<file path="src/rtl/shs_pkg.sv">
package shs_pkg;
    typedef enum logic [1:0] {
        ST_SAMPLE  = 2'd0,
        ST_HOLD    = 2'd1,
        ST_RELEASE = 2'd2,
        ST_RUN     = 2'd3
    } shs_state_t;
endpackage

</file>
<file path="src/rtl/shs_cycle_timer.sv">
module shs_cycle_timer #(
    parameter int LIMIT = 16
) (
    input  logic clk,
    input  logic rst_n,
    input  logic clr,
    input  logic run,
    output logic last
);
    localparam int CW = (LIMIT > 1) ? $clog2(LIMIT + 1) : 1;

    logic [CW-1:0] cnt;

    assign last = (cnt == CW'(LIMIT - 1));

    always_ff @(posedge clk or negedge rst_n) begin
        if (!rst_n) begin
            cnt <= '0;
        end else if (clr) begin
            cnt <= '0;
        end else if (run && !last) begin
            cnt <= cnt + 1'b1;
        end
    end
endmodule

</file>
<file path="src/rtl/shs_strap_latch.sv">
module shs_strap_latch #(
    parameter int W = 6
) (
    input  logic         clk,
    input  logic         rst_n,
    input  logic         capture,
    input  logic [W-1:0] d,
    output logic [W-1:0] q
);
    for (genvar b = 0; b < W; b++) begin : g_bit
        always_ff @(posedge clk or negedge rst_n) begin
            if (!rst_n) begin
                q[b] <= 1'b0;
            end else if (capture) begin
                q[b] <= d[b];
            end
        end
    end
endmodule

</file>
<file path="src/rtl/strap_handover_ctrl.sv">
module strap_handover_ctrl
    import shs_pkg::*;
#(
    parameter int NUM_PINS    = 6,
    parameter int FSEL_W      = 5,
    parameter int WIN_CYCLES  = 28636,
    parameter int HOLD_CYCLES = 4
) (
    input  logic                clk,
    input  logic                rst_n,
    input  logic [NUM_PINS-1:0] strap_in,
    output logic [NUM_PINS-1:0] pin_oe,
    output logic [NUM_PINS-1:0] pin_hold_low,
    output logic [FSEL_W-1:0]   freq_sel,
    output logic                slow_io_24m,
    output logic                cfg_done
);
    localparam int IW = (NUM_PINS > 1) ? $clog2(NUM_PINS) : 1;
    localparam logic [IW-1:0] LAST_IDX = IW'(NUM_PINS - 1);

    shs_state_t      state, nxt;
    logic [IW-1:0]   rel_idx;
    logic            done_q;
    logic            win_last, hold_last;
    logic [NUM_PINS-1:0] cfg_q;

    shs_cycle_timer #(.LIMIT(WIN_CYCLES)) u_win_timer (
        .clk   (clk),
        .rst_n (rst_n),
        .clr   (1'b0),
        .run   (state == ST_SAMPLE),
        .last  (win_last)
    );

    shs_cycle_timer #(.LIMIT(HOLD_CYCLES)) u_hold_timer (
        .clk   (clk),
        .rst_n (rst_n),
        .clr   (state != ST_HOLD),
        .run   (state == ST_HOLD),
        .last  (hold_last)
    );

    shs_strap_latch #(.W(NUM_PINS)) u_latch (
        .clk     (clk),
        .rst_n   (rst_n),
        .capture (state == ST_SAMPLE),
        .d       (strap_in),
        .q       (cfg_q)
    );

    // State register, release pointer and completion flag
    always_ff @(posedge clk or negedge rst_n) begin
        if (!rst_n) begin
            state   <= ST_SAMPLE;
            rel_idx <= '0;
            done_q  <= 1'b0;
        end else begin
            state <= nxt;
            if (state != ST_SAMPLE) begin
                done_q <= 1'b1;
            end
            if (state == ST_RELEASE) begin
                if (rel_idx != LAST_IDX) begin
                    rel_idx <= rel_idx + 1'b1;
                end
            end else begin
                rel_idx <= '0;
            end
        end
    end

    // Next state
    always_comb begin
        nxt = state;
        unique case (state)
            ST_SAMPLE:  if (win_last)              nxt = ST_HOLD;
            ST_HOLD:    if (hold_last)             nxt = ST_RELEASE;
            ST_RELEASE: if (rel_idx == LAST_IDX)   nxt = ST_RUN;
            ST_RUN:                                nxt = ST_RUN;
        endcase
    end

    // Outputs
    always_comb begin
        pin_oe       = '0;
        pin_hold_low = '0;
        unique case (state)
            ST_SAMPLE: begin
                pin_oe       = '0;
                pin_hold_low = '0;
            end
            ST_HOLD: begin
                pin_oe       = '1;
                pin_hold_low = '1;
            end
            ST_RELEASE: begin
                pin_oe = '1;
                for (int i = 0; i < NUM_PINS; i++) begin
                    pin_hold_low[i] = (i > int'(rel_idx));
                end
            end
            ST_RUN: begin
                pin_oe       = '1;
                pin_hold_low = '0;
            end
        endcase
    end

    assign freq_sel    = cfg_q[FSEL_W-1:0];
    assign slow_io_24m = cfg_q[FSEL_W];
    assign cfg_done    = done_q;
endmodule

</file>
<file path="config.mk">
export PLATFORM = sky130hd
export DESIGN_NAME = strap_handover_ctrl
export DESIGN_NICKNAME = d
export VERILOG_FILES = /design/src/rtl/shs_pkg.sv /design/src/rtl/shs_cycle_timer.sv /design/src/rtl/shs_strap_latch.sv /design/src/rtl/strap_handover_ctrl.sv
export SDC_FILE = /design/constraint.sdc
export NUM_CORES = 1
export LEC_CHECK = 0
export ABC_AREA = 1
export ABC_CLOCK_PERIOD_IN_PS = 4810
export BUFFER_PORTS_ARGS = -buffer_cell sky130_fd_sc_hd__buf_2
export CELL_PAD_IN_SITES_DETAIL_PLACEMENT = 1
export CELL_PAD_IN_SITES_GLOBAL_PLACEMENT = 1
export CORE_MARGIN = 2
export CORE_UTILIZATION = 43
export CTS_CLUSTER_DIAMETER = 120
export DETAILED_ROUTE_END_ITERATION = 7
export PLACE_DENSITY_LB_ADDON = 0.1
export SLEW_MARGIN = 20
export SYNTH_ARGS = -nofsm -noshare
export SYNTH_HDL_FRONTEND = slang
export SYNTH_SLANG_ARGS = --single-unit
</file>
<file path="constraint.sdc">
create_clock -name clk -period 4.81 [get_ports clk]
set_clock_uncertainty 0.2 [all_clocks]
set_input_delay 0 -clock clk [delete_from_list [all_inputs] [get_ports clk]]
set_output_delay 0 -clock clk [all_outputs]
set_load 0.05 [all_outputs]
</file>
; Yosys cells after proc, flatten, opt, wreduce, memory -nomap -nowiden
; Index checks and enable logic that the tools add are counted.
[totals]
ff_bits = 30
[classes]
addsub = 3
order_cmp = 5
eq_ne = 12
muxes = 10
n_reduce_logical = 10
[ops]
columns = cell, n
row1 = $pmux W6 S3, 1
row2 = $add A15 B1 Y15 const B, 1
row3 = $eq A15 B15 Y1 const B, 1
row4 = $mux W3, 4
row5 = $pmux W6 S2, 1
row6 = $pmux W2 S4, 1
row7 = $add A3 B1 Y3 const B, 2
row8 = $gt A2 B3 Y1 const A, 2
row9 = $gt A3 B3 Y1 const A, 2
row10 = $mux W2, 3
row11 = $ne A2 B1 Y1 const B, 3
row12 = $eq A2 B2 Y1 const B, 2
row13 = $ne A2 B2 Y1 const B, 2
row14 = $reduce_bool A2 Y1, 2
row15 = $eq A3 B2 Y1 const B, 1
row16 = $eq A3 B3 Y1 const B, 1
row17 = $gt A1 B3 Y1 const A, 1
row18 = $ne A3 B3 Y1 const B, 1
row19 = $reduce_and A3 Y1, 1
row20 = $reduce_or A3 Y1, 1
row21 = $eq A2 B1 Y1 const B, 1
row22 = $logic_and A1 B1 Y1, 2
row23 = $logic_not A1 Y1, 2
row24 = $logic_not A2 Y1, 1
row25 = $reduce_or A2 Y1, 1

; Longest topological paths before layout
; Gate-level depths: netlist of run 1.
[depth]
depth_word = 5
mapped_depth = 10

; Cells and area by module
; Synthesis of run 1 repeated with hierarchy kept, for this count alone.
[unflattened]
hier_cells = 252
hier_area_um2 = 1885.6
[by_module_without_submodules]
columns = module, instances, cells_each, area_per_inst_um2, seq_area_each_um2
row1 = shs_cycle_timer (u_win_timer), 1, 138, 983.4, 375.4
row2 = strap_handover_ctrl, 1, 67, 498.0, 150.1
row3 = shs_strap_latch, 1, 25, 221.5, 150.1
row4 = shs_cycle_timer (u_hold_timer), 1, 22, 182.7, 75.1

; Least setup slack after synthesis of run 1
; No wires, ideal clock.
[synth_timing]
path_type = register to output
startpoint = register state[0]
endpoint = output pin_hold_low[2]
arrival_ns = 2.105
setup_slack_ns = 2.505
path_stages_with_launch = 6
path_buffers = 0
path_cell_list = dfrtp_1 inv_1 ha_1 inv_1 or2_2 o21ai_0
[synth_via]
elab_chain_len = 3
elab_cells_between_ends = 6
[synth_lines]
columns = element, line
row1 = start: declaration, strap_handover_ctrl.sv:21  ; shs_state_t state, nxt;
row2 = start signal: assignment, strap_handover_ctrl.sv:58  ; state <= nxt;
row3 = $eq A2 B2 Y1 or $logic_not A2 Y1 (tied branches), strap_handover_ctrl.sv:87  ; unique case (state)
row4 = $reduce_or A2 Y1 (no source line), -
row5 = $pmux W6 S3 (*), strap_handover_ctrl.sv:87
row6 = end: declaration, strap_handover_ctrl.sv:13  ; output logic [NUM_PINS-1:0] pin_hold_low,
; Mark *: on every way between the ends. The rest lies on a longest branch, timed or not.

; Final worst setup path of run 1
[layout_timing]
startpoint = register state[0]
endpoint = output pin_hold_low[4]
; Same word-level chain as after synthesis.

==> metrics.md, run 1 <==
| Metric | Value |
|---|---|
| DRT iter0 DRCs | `18` |
| Row count | `23` |
| Met2 Resource Use GR | `0.359` |
| Share of the synthesized area in the top cell type | `0.422` |
| Launching point of the worst reg2reg path | `state[0]` |
| Status | `complete, no violations` |
| Grt met3 use | `0.0592` |
| Switching power | `around 110 uW` |
| Drc violations | `0` |
| Seq/Total Area, Yosys | `0.422` |
| Starting density of the core | `0.444` |
| Commonest non-fill, non-tap cell in the layout | `nand2_1` |
| Setup violations, final | `0` |
| CTS hold repair buffers | `7` |
| Root Buffer | `clkbuf_8` |
| Area occupied by multi-input gates | `821 um2` |
| Vias | `1474` |
| Final Hold Viols | `0` |
| CTS max path bufs | `2` |
| Startpoint types | `register` |
| Sw Ratio | `0.231` |
| Routability cong. | `between 0.8 and 0.9` |
| Gate Count Post-Synth | `between 200 and 250` |
| Max Slew Vio Count | `0` |
| Synth cell types | `28` |
| Area grow syn2layout | `15.1%` |
| PwrDens | `241 mW/mm2` |
| Clock Sinks | `30` |
| H-tree levels | `2` |
| DP HPWL | `just over 3000 um` |
| GRT busiest layer | `met2` |
| Post-CTS resize count | `0` |
| Die height | `approximately 68 um` |
| Gate power share | `0.053` |
| N_diodes | `0` |
| Hold Crit Class | `in2async` |
| Max cap viols | `0` |
| Clk slew on worst S/H paths | `about 0.07 ns` |
| Commonest cells after routing, fill and taps aside | `nand2_1, dfrtp_1, inv_1, buf_2, nand3_1` |
| Unrepaired setup endpoints after global routing | `false` |
| Antenna Nets Post-Route | `0` |
| Clock power share | `0.428` |
| Fin Setup TNS | `0 ns` |
| Area of the core | `0.00400 mm2` |
| Kind of critical path | `reg2out` |
| IO Pins | `27` |
| Fmax | `456 MHz` |
| Cell Area, Synth | `about 0.0018 mm2` |
| FF+latch area | `about 750 um2` |
| FF-to-FF setup slack | `between 2 and 3 ns` |
| P_leak | `between 1 and 1.5 nW` |
| Synth Register Bits | `30` |
| Final wirelength | `between 4000 and 5000 um` |
| Post-route cell area | `about 0.002 mm2` |
| CTS tree | `done` |
| Syn Nets | `around 230` |
| Cts bufs inserted | `5` |
| Fill count | `510` |
| Core Util, Final | `0.512` |
| Final net count | `265` |
| Reg2reg end | `u_win_timer.cnt[6]` |
| Routed len/inst | `between 10 and 15 um` |
| Worst-margin pin slew | `around 0.68 ns` |
| Die Wd | `68.3 um` |
| Grt met1 use | `0.261` |
| Setup bufs post-CTS | `0` |
| Synth Area per Inst | `8.23 um2` |
| Worst EP arrival | `~2 ns` |
| GRT Total Usage | `0.213` |
| Main area contributors after synthesis | `dfrtp_1, nand2_1, ha_1` |
| Peak supply drop | `between 0.00015 and 0.0002 V` |
| Largest net degree at the start of global routing | `31` |
| Warning count from the yosys run | `0` |
| Flop pwr share | `0.519` |
| CP Data Required Time | `4.61 ns` |
| Int Pwr | `379 uW` |
| Routed vias/inst | `just under 5` |
| Hold Slack | `0.0933 ns` |
| Initial antenna violation count | `0` |
| First-pass GRT wire length | `around 7300 um` |
| Gr ovfl total | `0` |
| Worst R2R Path Depth | `7` |
| Fraction of layout cells with a size suffix above 1 | `0.214` |
| Clk_lat worst skew | `~0.28 ns` |
| IO Port Bufs | `26` |
| Critical Path End Type | `primary output` |
| Vias in the first global route | `approximately 1600` |
| Minimum clock period | `2.19 ns` |
| Placed Area | `0.00189 mm2` |
| Synth area leader | `dfrtp_1` |
| Crit-path max FO | `4` |
| Slew HR | `0.548` |
| DR pass1 iterations | `4` |
| Fin crit share | `0.456` |
| Die footprint | `around 0.0047 mm2` |
-- power by group through the flow --
| stage | clock network, mW | registers [mW] | logic, mW |
|---|---|---|---|
| floorplan | 0 | 0.270 | 0.00224 |
| global placement | 0 | 0.261 | 0.0220 |
| finish | 0.211 | 0.256 | 0.0263 |
| detailed placement | 0 | 0.261 | 0.0224 |
| CTS | 0.216 | 0.256 | 0.0268 |
| global route | 0.230 | 0.256 | 0.0287 |
-- worst max-delay path by stage --
stage	slack, ns	from	endpoint	depth (start not counted)
after detailed placement	2.94	state[0]	pin_hold_low[4]	8
after floorplan	2.50	state[0]	pin_hold_low[2]	5
final	2.62	state[0]	pin_hold_low[4]	8
after global placement	3.02	state[0]	pin_hold_low[4]	8
after CTS	2.61	state[0]	pin_hold_low[4]	8
after global routing	2.47	state[0]	pin_hold_low[4]	8
-- cells by family after synthesis --
logic type / after synthesis / synth area share
AND/OR/NAND/NOR: 112 / 0.286
buffers and inverters: 40 / 0.116
flip-flops: 30 / 0.422
AO/OA/AOI/OAI: 12 / 0.0373
adder cells (fa/ha/maj): 10 / 0.0704
XOR/XNOR: 6 / 0.0296
multiplexers: 6 / 0.0380
-- flip-flops by register name (all words and copies together) (netlist names) --
| name | count |
|---|---|
| state | 2 |
| u_latch.q | 6 |
| u_win_timer.cnt | 15 |
| cfg_done | 1 |
| u_hold_timer.cnt | 3 |
| rel_idx | 3 |
-- stage by stage --
step | setup slack [ns] | cells | power, mW
after floorplan | 2.50 | 216 | 0.272
after global placement | 3.02 | 283 | 0.283
after detailed placement | 2.94 | 283 | 0.283
after CTS | 2.61 | 298 | 0.499
after global routing | 2.47 | 298 | 0.515
final | 2.62 | 298 | 0.494
-- cells in the mapped netlist, drive strengths merged --
cell type / instances
nand2: 70
xor2: 3
o22ai: 1
nor3: 4
nor2: 12
nand4: 5
xnor2: 3
mux2: 6
a21oi: 2
buf: 8
a31oi: 1
nand3: 19
o21ai: 7
a32oi: 1
inv: 31
or2: 2
ha: 10
dfrtp: 30
clkbuf: 1
-- worst max-delay path: stages, from the launching register on --
cell,delay [ns]
dfrtp_1,0.41
inv_1,0.12
ha_1,0.22
inv_1,0.10
or2_2,0.29
nand2_1,0.08
inv_1,0.07
a32oi_1,0.15
buf_2,0.29
-- area by class of cell --
cell class	instances	area share
well taps	50	0.0306
clock buffers	7	0.0422
inverters	31	0.0593
clock inverters	1	0.00244
repair buffers	33	0.0978
flip-flops and latches	30	0.367
multi-input cells	146	0.401
-- routing by layer --
layer,part of all wire,routed length [um],vias to the layer above
li1,-,-,740
met2,0.49,2040,20
met3,0.030,126,5
met1,0.46,1910,709
met4,0.014,57,0
met5,0,0,-
No activity file was read; power rests on OpenSTA's default activity.
==> inputs of run 2 (changes only) <==
--- a/config.mk
+++ b/config.mk
@@ -6,12 +6,12 @@
 export NUM_CORES = 1
 export LEC_CHECK = 0
 export ABC_AREA = 1
-export ABC_CLOCK_PERIOD_IN_PS = 4810
+export ABC_CLOCK_PERIOD_IN_PS = 2100
 export BUFFER_PORTS_ARGS = -buffer_cell sky130_fd_sc_hd__buf_2
 export CELL_PAD_IN_SITES_DETAIL_PLACEMENT = 1
 export CELL_PAD_IN_SITES_GLOBAL_PLACEMENT = 1
 export CORE_MARGIN = 2
-export CORE_UTILIZATION = 43
+export CORE_UTILIZATION = 42
 export CTS_CLUSTER_DIAMETER = 120
 export DETAILED_ROUTE_END_ITERATION = 7
 export PLACE_DENSITY_LB_ADDON = 0.1
==> constraint.sdc (replaced) <==
create_clock -name clk -period 2.1 [get_ports clk]
set_clock_uncertainty 0.2 [all_clocks]
set_input_delay 0 -clock clk [delete_from_list [all_inputs] [get_ports clk]]
set_output_delay 0 -clock clk [all_outputs]
set_load 0.05 [all_outputs]
==> run 2 against run 1 <==
Worst setup slack got worse by 2.5 ns. Register-to-register slack got worse by 2.6 ns. Total power increased by 150%.
==> metrics.md, run 2 (synthesis gave the netlist of run 1 again) <==
| Metric | Value |
|---|---|
| Status | `complete, no violations` |
| Minimum clock period | `1.99 ns` |
| Routability cong. | `0.830 (about the same)` |
| WL met2 | `2110 um (+3.6%)` |
| GRT Total Usage | `0.190 (-0.0222)` |
| CTS max path bufs | `2 (unchanged)` |
| Area of the core | `0.00403 mm2 (+0.72%)` |
| Antenna Nets Post-Route | `0 (unchanged)` |
| Routed len/inst | `13.8 um (-0.16%)` |
| Gr ovfl total | `0 (unchanged)` |
| Initial antenna violation count | `0 (unchanged)` |
| Fin crit share | `0.947` |
| N_diodes | `0 (unchanged)` |
| Die footprint | `0.00477 mm2 (+2.3%)` |
| Worst EP arrival | `1.79 ns (-0.20 ns)` |
| DRT iter0 DRCs | `31 (+13)` |
| Root Buffer | `clkbuf_8` |
| Crit path launch | `state[0]` |
| Uppermost layer routed | `met4` |
| Critical Path End Type | `primary output` |
| Row count | `23 (unchanged)` |
| Vias | `1508 (+2.3%)` |
| Startpoint types | `register` |
| Kind of critical path | `reg2out` |
| Setup violations, final | `0 (unchanged)` |
| Total Power | `1.23 mW (+150%)` |
| Die height | `69.1 um (+1.1%)` |
| Max stage delay cell, worst path | `dfrtp_1` |
| Fraction of layout cells with a size suffix above 1 | `0.247 (+0.0333)` |
| Starting density of the core | `0.441 (-0.00317)` |
| Final Hold Viols | `0 (unchanged)` |
| PwrDens | `577 mW/mm2 (+140%)` |
| Top reg by flops | `u_win_timer.cnt` |
| Fin Setup TNS | `0 ns (unchanged)` |
| Routed vias/inst | `5.01 (+1.3%)` |
| Clock Sinks | `30 (unchanged)` |
| Largest net degree at the start of global routing | `31 (unchanged)` |
| Crit-path max FO | `4 (unchanged)` |
| Clock power share | `0.473 (+0.045)` |
| CTS tree | `done` |
| DRT met1 WL | `1890 um (-0.94%)` |
| Sw Ratio | `0.219 (-0.0118)` |
| Worst-margin pin slew | `0.681 ns (+0.00377 ns)` |
| Max Slew Vio Count | `0 (unchanged)` |
| Peak supply drop | `0.000419 V (+160%)` |
| Switching power | `270 uW (+140%)` |
| Slew HR | `0.546 (-0.00252)` |
| Clk_lat worst skew | `0.28 ns (about the same)` |
| DP HPWL | `3020 um (-2.4%)` |
| Fmax | `between 500 and 600 MHz` |
| Int Pwr | `958 uW (+150%)` |
| Area grow syn2layout | `19.8%` |
| Final net count | `268 (+1.1%)` |
| First-pass GRT wire length | `7360 um (+1.4%)` |
| Layout Cells excl Fill | `301 (+1.0%)` |
| Reg2reg end | `u_win_timer.cnt[5]` |
| Critical Path Max Stage Delay | `0.39 ns (-0.02 ns)` |
| Commonest cells after routing, fill and taps aside | `nand2_1, dfrtp_1, inv_1, buf_2, nand3_1` |
| Die Wd | `69.1 um (+1.1%)` |
| Max cap viols | `0 (unchanged)` |
| CP Capture Point | `pin_hold_low[3]` |
| Flop pwr share | `0.478 (-0.041)` |
| Commonest non-fill, non-tap cell in the layout | `nand2_1` |
| Core Util, Final | `0.529 (+0.0168)` |
| Unrepaired setup endpoints after global routing | `false` |
| Hold Crit Class | `in2async` |
| Clk slew on worst S/H paths | `0.07 ns (about the same)` |
| Cell Count Post-Placement | `284 (+0.35%)` |
| Worst R2R Path Depth | `9 (+2)` |
| Gate power share | `0.049 (-0.004)` |
| Final wirelength | `4170 um (+0.85%)` |
| IO Port Bufs | `26 (unchanged)` |
| FF-to-FF setup slack | `0.35 ns (-2.61 ns)` |
| IO Pins | `27 (unchanged)` |
| Worst path cell trace | `inv_2, ha_4, inv_2, or2_2, nand2_1, inv_1, a31oi_2, buf_6` |
| Most used cell, CP | `inv_2` |
| CP Data Required Time | `1.90 ns (-2.71 ns)` |
| Cts bufs inserted | `5 (unchanged)` |
| Top flop regs | `u_win_timer.cnt x15, u_latch.q x6` |
| Max reg flops | `15 (unchanged)` |
| DR pass1 iterations | `4 (unchanged)` |
| H-tree levels | `2 (unchanged)` |
| Launching point of the worst reg2reg path | `u_win_timer.cnt[0]` |
| Drc violations | `0 (unchanged)` |
| Vias in the first global route | `1597 (-0.13%)` |
| P_leak | `1.06 nW (+2.2%)` |
| DR WL met3 | `106 um (-16%)` |
## run 2: cell types whose count changed in the layout (fill, tap and decap cells not counted), sizes merged
cell / delta
buf: +3
bufinv: +1
clkbuf: -1
clkinv: -1
clkinvlp: +1
## run 2: timing repair
item | CTS | global route
hold buffers | 7 | 0
hold endpoints to repair | 36 | 0
setup buffers | 0 | 2
gates resized for setup | 6 | 3
endpoints found under the setup margin | 3 | 3
## run 2: metrics by stage
stage	worst slack (ns)	hold slack, ns	cell area (um2)
global route	0.0188	0.165	2130
global placement	0.318	-0.125	1910
finish	0.111	0.0879	2130
detailed placement	0.224	-0.117	1910
CTS	0.0168	0.112	2100
floorplan	0.00381	-0.496	1790
## run 2: worst min-delay path by stage
stage | startpoint | end | slack (ns) | depth (start not counted)
after global routing | rst_n | u_hold_timer.cnt[0] | 0.16 | 2
after floorplan | rst_n | cfg_done | -0.50 | 0
after detailed placement | rst_n | u_hold_timer.cnt[0] | -0.12 | 1
after global placement | rst_n | u_hold_timer.cnt[0] | -0.13 | 1
final | rst_n | u_hold_timer.cnt[0] | 0.09 | 2
after CTS | rst_n | u_hold_timer.cnt[0] | 0.11 | 2
## run 2: routing by layer
layer  GRT usage  up-vias
li1            -      744
met1       0.236      734
met2       0.329       23
met3      0.0424        7
met4      0.0588        0
met5           0        -
## run 2: power groups by stage
stage | Sequential [mW] | Combinational [mW] | Clock, mW
after global routing | 0.587 | 0.0663 | 0.624
after detailed placement | 0.597 | 0.0517 | 0
after global placement | 0.597 | 0.0504 | 0
after CTS | 0.586 | 0.0614 | 0.600
final | 0.586 | 0.0608 | 0.581
after floorplan | 0.618 | 0.00513 | 0
## run 2: final cells by class
class,count,area (um2)
Multi-Input combinational cell,146,850
Clock inverter,2,37.5
Sequential cell,30,751
Inverter,31,121
Fill cell,506,1900
Tap cell,50,62.6
Clock buffer,6,72.6
Timing Repair Buffer,36,235
## run 2: critical path, delay by kind of cell (launching register included)
family	cells	cell delay, ns
simple gates	2	0.35
buf+inv	4	0.42
fa+ha+maj	1	0.15
compound gates	1	0.19
flops	1	0.39
